File: src/rtl/mag_cmp_pkg.sv
package mag_cmp_pkg;
  typedef enum logic {
    CMP_UNSIGNED = 1'b0,
    CMP_SIGNED   = 1'b1
  } cmp_mode_e;

  typedef struct packed {
    logic gt;
    logic eq;
  } low_res_t;
endpackage

File: src/rtl/low_bits_cmp.sv
module low_bits_cmp #(
  parameter int M = 3
) (
  input  logic [M-1:0]          x,
  input  logic [M-1:0]          y,
  output mag_cmp_pkg::low_res_t res
);
  logic found;
  logic gt_bit;

  always_comb begin
    found  = 1'b0;
    gt_bit = 1'b0;
    for (int i = M - 1; i >= 0; i--) begin
      if (!found && (x[i] != y[i])) begin
        found  = 1'b1;
        gt_bit = x[i];
      end
    end
  end

  assign res.gt = gt_bit;
  assign res.eq = ~found;
endmodule

File: src/rtl/msb_steer.sv
module msb_steer (
  input  logic                    msb_a,
  input  logic                    msb_b,
  input  mag_cmp_pkg::cmp_mode_e  mode,
  input  mag_cmp_pkg::low_res_t   low,
  output logic                    gt,
  output logic                    eq
);
  import mag_cmp_pkg::*;

  logic msb_diff;

  assign msb_diff = msb_a ^ msb_b;

  always_comb begin
    if (msb_diff) begin
      gt = (mode == CMP_SIGNED) ? ~msb_a : msb_a;
    end else begin
      gt = low.gt;
    end
    eq = ~msb_diff & low.eq;
  end

  always_comb begin
    if (msb_diff && mode == CMP_SIGNED) begin

      sign_split_chk: assert (gt == (msb_b & ~msb_a));
    end
    if (msb_diff && mode == CMP_UNSIGNED) begin

      usign_split_chk: assert (gt == (msb_a & ~msb_b));
    end
  end
endmodule

File: src/rtl/mag_cmp_shared.sv
module mag_cmp_shared #(
  parameter int N      = 4,
  parameter bit HAS_EQ = 1'b1,
  parameter bit HAS_LT = 1'b1
) (
  input  logic [N-1:0] opa,
  input  logic [N-1:0] opb,
  input  logic         signed_mode,
  output logic         a_gt,
  output logic         a_eq,
  output logic         a_lt
);
  import mag_cmp_pkg::*;

  localparam int LOW_W = N - 1;

  low_res_t  low_r;
  cmp_mode_e mode;
  logic      gt_i;
  logic      eq_i;

  assign mode = cmp_mode_e'(signed_mode);

  low_bits_cmp #(.M(LOW_W)) u_low (
    .x   (opa[LOW_W-1:0]),
    .y   (opb[LOW_W-1:0]),
    .res (low_r)
  );

  msb_steer u_steer (
    .msb_a (opa[N-1]),
    .msb_b (opb[N-1]),
    .mode  (mode),
    .low   (low_r),
    .gt    (gt_i),
    .eq    (eq_i)
  );

  assign a_gt = gt_i;

  generate
    if (HAS_EQ) begin : g_eq
      assign a_eq = eq_i;
    end else begin : g_no_eq
      assign a_eq = 1'b0;
    end
    if (HAS_LT) begin : g_lt
      assign a_lt = ~gt_i & ~eq_i;
    end else begin : g_no_lt
      assign a_lt = 1'b0;
    end
  endgenerate

  always_comb begin
    if (opa[N-1] == opb[N-1]) begin

      same_sign_chk: assert (a_gt == (opa[LOW_W-1:0] > opb[LOW_W-1:0]));
    end
    if (HAS_EQ) begin

      eq_match_chk: assert (a_eq == (opa == opb));
    end
    if (HAS_EQ && HAS_LT) begin

      one_flag_chk: assert ($onehot({a_gt, a_eq, a_lt}));
    end
  end
endmodule

File: config.mk
export PLATFORM = sky130hd
export DESIGN_NAME = mag_cmp_shared
export DESIGN_NICKNAME = d
export VERILOG_FILES = /design/src/rtl/mag_cmp_pkg.sv /design/src/rtl/low_bits_cmp.sv /design/src/rtl/msb_steer.sv /design/src/rtl/mag_cmp_shared.sv
export SDC_FILE = /design/constraint.sdc
export NUM_CORES = 1
export LEC_CHECK = 0
export ABC_AREA = 1
export CAP_MARGIN = 20
export CORE_AREA = 2 2 39 41
export DETAILED_ROUTE_END_ITERATION = 8
export DIE_AREA = 0 0 41 43
export GPL_TIMING_DRIVEN = 0
export PLACE_DENSITY = 0.46
export SLEW_MARGIN = 30
export SYNTH_ARGS = -nofsm -noshare
export SYNTH_HDL_FRONTEND = slang
export SYNTH_SLANG_ARGS = --single-unit
File: constraint.sdc
create_clock -name vclk -period 2.3
set_input_delay 0.345 -clock vclk [all_inputs]
set_output_delay 0.345 -clock vclk [all_outputs]
set_load 0.02 [all_outputs]
## Yosys cells after proc, flatten, opt, wreduce, memory -nomap -nowiden

Cells that the tools add are included.

- Bitwise operators: 8
- Multiplexer cells: 8
- Eq/ne operators: 3
- Reductions and logical operators: 4

Operators by type and width:

| operator | count |
|---|---|
| two-way mux 1 bit | 8 |
| NOT 1 bit | 5 |
| inequality test 1 bit | 3 |
| bitwise AND 1 bit | 2 |
| logical AND 1 bit | 2 |
| zero test 1 bit | 2 |
| XOR 1 bit | 1 |

- Bits of input ports: 9
- Output and inout bits: 3
- Register bits: 0

## Depth between registers and ports, before layout

- Depth after elaboration: 12
- Depth in mapped cells: 8
- Gate-level depth less buffers: 8

## Modules after synthesis

A second synthesis with hierarchy kept.

- Cells, all modules: 38
- Area, all modules: 177.7 um2

Modules (own cells, without submodules):

| module | cells each | instances | area an instance (um2) |
|---|---|---|---|
| low_bits_cmp | 23 | 1 | 117.6 |
| msb_steer | 14 | 1 | 56.3 |
| mag_cmp_shared | 1 | 1 | 3.8 |

## Worst setup path after synthesis

OpenSTA, ideal clock, no wires.

- Path type: input -> output
- Start: input port opb[2]
- End: output port a_gt
- Data required time: 1.955 ns
- Setup slack: 0.656 ns
- Stages: 6
- Path buffers: 0
- Arrival: 1.299 ns
- Cell sequence: inv_1 -> ha_1 -> a21boi_1 -> nand3_1 -> nand2_1 -> a21oi_1

- Longest elaborated chain between the ends: 9

Ends and longest elaborated chain:

| what | RTL line | text |
|---|---|---|
| from (decl) | mag_cmp_shared.sv:7 | `input logic [N-1:0] opb,` |
| inequality test 1 bit (*) | low_bits_cmp.sv:15 | `if (!found && (x[i] != y[i])) begin` |
| two-way mux 1 bit | low_bits_cmp.sv:15 |  |
| zero test 1 bit | low_bits_cmp.sv:15 |  |
| logical AND 1 bit | low_bits_cmp.sv:15 |  |
| two-way mux 1 bit | low_bits_cmp.sv:15 |  |
| zero test 1 bit | low_bits_cmp.sv:15 |  |
| logical AND 1 bit | low_bits_cmp.sv:15 |  |
| two-way mux 1 bit (*) | low_bits_cmp.sv:15 |  |
| two-way mux 1 bit (*) | msb_steer.sv:16 | `if (msb_diff) begin` |
| to (decl) | mag_cmp_shared.sv:9 | `output logic a_gt,` |

Every way passes the cells marked *; elsewhere a longest branch is shown, timed or not.

## Worst setup path after layout

- Start: input port opb[2]
- End: output port a_eq

- Longest elaborated chain between the ends: 10

Ends and longest elaborated chain:

| what | RTL line | text |
|---|---|---|
| inequality test 1 bit (*) | low_bits_cmp.sv:15 |  |
| two-way mux 1 bit (*) | low_bits_cmp.sv:15 |  |
| zero test 1 bit | low_bits_cmp.sv:15 |  |
| logical AND 1 bit | low_bits_cmp.sv:15 |  |
| two-way mux 1 bit (*) | low_bits_cmp.sv:15 |  |
| zero test 1 bit | low_bits_cmp.sv:15 |  |
| logical AND 1 bit | low_bits_cmp.sv:15 |  |
| two-way mux 1 bit (*) | low_bits_cmp.sv:15 |  |
| NOT 1 bit (*) | low_bits_cmp.sv:23 | `assign res.eq = ~found;` |
| bitwise AND 1 bit (*) | msb_steer.sv:21 | `eq = ~msb_diff & low.eq;` |
| to (decl) | mag_cmp_shared.sv:10 | `output logic a_eq,` |

Marks and branches as above.

==> impl_metrics.env <==
export IMPL_status="completed"
export IMPL_start_util=0.126
export IMPL_path_cells="clkdlybuf4s50_1 -> inv_1 -> ha_4 -> nand3_2 -> nor3_2 -> dlygate4sd2_1"
export IMPL_ir_drop_mv=0.0858
export IMPL_min_period_over_period=0.933
export IMPL_grt_pass1_vias=198
export IMPL_yosys_area_top_type="nand2_1"
export IMPL_synth_top_area_share=0.237
export IMPL_dp_slack_ns=-0.338
export IMPL_io_buffers=12
export IMPL_fin_nets=56
export IMPL_top_layer="met3"
export IMPL_setup_viol=0
export IMPL_startpoint_type="primary input"
export IMPL_p_leak_nw=0.153
export IMPL_critPathKind="in2out"
export IMPL_min_path_type="in2out"
export IMPL_power_density_nw_per_um2=211
export IMPL_worst_pin_slew_ns=0.208
export IMPL_ant_nets=0
export IMPL_track_usage=0.0559
export IMPL_hpwlAfterDp_um=352
export IMPL_seq_cell_count=0
export IMPL_worstPathMaxFanout=4
export IMPL_yosysSeqAreaShare=0
export IMPL_postLayoutSetupSlackWorst_ns=0.154
export IMPL_final_setup_tns_ns=0
export IMPL_max_freq_mhz=466
export IMPL_worst_ep_required_time_ns=1.96
export IMPL_drc=0
export IMPL_critical_path_depth=6
export IMPL_yosysWarningCount=0
export IMPL_final_instance_count_excl_fill=60
export IMPL_die_area_um2=1760
export IMPL_dr_first_iter_drc_count=0
export IMPL_drtPass1Iterations=1
export IMPL_antenna_cells=0
export IMPL_multi_input_area_um2=160
export IMPL_end_kind="primary output"
export IMPL_die_h_um=43
export IMPL_drive_gt1_frac=0.205
export IMPL_postSynthAreaPerCell_um2=5.43
export IMPL_slew_headroom=0.860
export IMPL_hold_end="a_gt"
export IMPL_vias=216
export IMPL_viasPerCell=3.60
export IMPL_core_um2=1380
export IMPL_power_w=0.0000665
export IMPL_detail_route_wl_per_cell_um=6.57
export IMPL_ff_latch_area_um2=0
export IMPL_post_route_util=0.228
export IMPL_synth_net_count=42
export IMPL_grt_max_degree=5
export IMPL_clkbuf_count=0
export IMPL_synth_most_common_cell="nand2_1"
export IMPL_overflow=0
export IMPL_fill_cells=163
export IMPL_grt_setup_unrepaired="false"
export IMPL_arrival_ns=1.80
export IMPL_maxCapViolations=0
export IMPL_synthCells=32
export IMPL_ys_types=13
export IMPL_worst_path_max_delay_cell="clkdlybuf4s50_1"
export IMPL_synth_common_cells="nand2_1 (11), inv_1 (6), nand3_1 (4)"
export IMPL_wl_met2_um=176
export IMPL_worst_path_largest_cell_delay_ns=0.45
export IMPL_dr_wl_met3_um=40
export IMPL_synth_area_um2=174
export IMPL_area_growth_pct=81.3
export IMPL_timing_hold_violations_final=0
export IMPL_whs_path_depth=4
export IMPL_antenna_found_initial=0
export IMPL_gp_congestion=0.586
export IMPL_synthTopCellsByArea="nand2_1 (24%), inv_1 (13%), nand3_1 (12%), o21ai_4 (9.4%), ha_1 (7.2%)"
export IMPL_wl_met1_um=177
export IMPL_rows=14
export IMPL_wl_um=394
export IMPL_slew_viol_final=0
export IMPL_die_w_um=41
export IMPL_crit_buf_inv=3
export IMPL_num_io_pins=12
export IMPL_dpl_cell_count=60
export IMPL_min_delay_start="signed_mode"
export IMPL_grt_pass1_wl_um=738
export IMPL_cp_top_family="buffers and inverters"
export IMPL_fin_crit_ns=2.15
## through the flow
stage               instance area (um^2)  hold WS (ns)
floorplan                            174         0.859
global placement                     314          1.89
detailed placement                   314          1.89
CTS                                  307          1.53
global route                         315          1.57
finish                               315          1.51
## repair_timing
action | in CTS | in global routing
setup buffers | 0 | 0
gates resized for setup | 6 | 3
hold buffers | 0 | 0
setup endpoints to repair | 3 | 2
cloned | 0 | 0
## layout make-up
type | instances | area share
Multi-Input combinational cell | 25 | 0.508
Timing Repair Buffer | 12 | 0.345
Inverter | 7 | 0.0833
Tap cell | 16 | 0.0635
## layout by cell type, fill, tap and decap left out, types with 2 or more instances in the layout
cell type and n:
nand2_1 11, nor2_1 2, nand3_1 4, clkdlybuf4s50_1 9, inv_1 6
## metal layers
| layer | track usage | up-vias |
|---|---|---|
| li1 | - | 125 |
| met1 | 0.0791 | 83 |
| met2 | 0.0938 | 8 |
| met3 | 0.00524 | 0 |
| met4 | 0 | 0 |
| met5 | 0 | - |
## how the worst max path moves through the flow
stage | startpoint | endpoint | slack (ns)
6_report | opb[2] | a_eq | 0.15
5_1_grt | opb[2] | a_lt | 0.05
4_1_cts | opb[2] | a_gt | 0.03
3_5_place_dp | opb[2] | a_lt | -0.34
3_3_place_gp | opb[2] | a_lt | -0.35
2_1_floorplan | opb[2] | a_gt | 0.66
## logic make-up (layout without fill, tap and decap cells)
kind of cell / count (synthesis) / in the layout / synth area share
adder cells (fa/ha/maj): 1 / 1 / 0.0719
buffers and inverters: 7 / 19 / 0.151
AO/OA/AOI/OAI: 4 / 4 / 0.216
AND/OR/NAND/NOR: 20 / 20 / 0.561
## power breakdown
part / internal (W) / switching [W] / total, W
sequential: 0 / 0 / 0
combinational: 0.0000332 / 0.0000333 / 0.0000665
clock: 0 / 0 / 0
total: 0.0000332 / 0.0000333 / 0.0000665
Power figures use the tool's default switching activity.
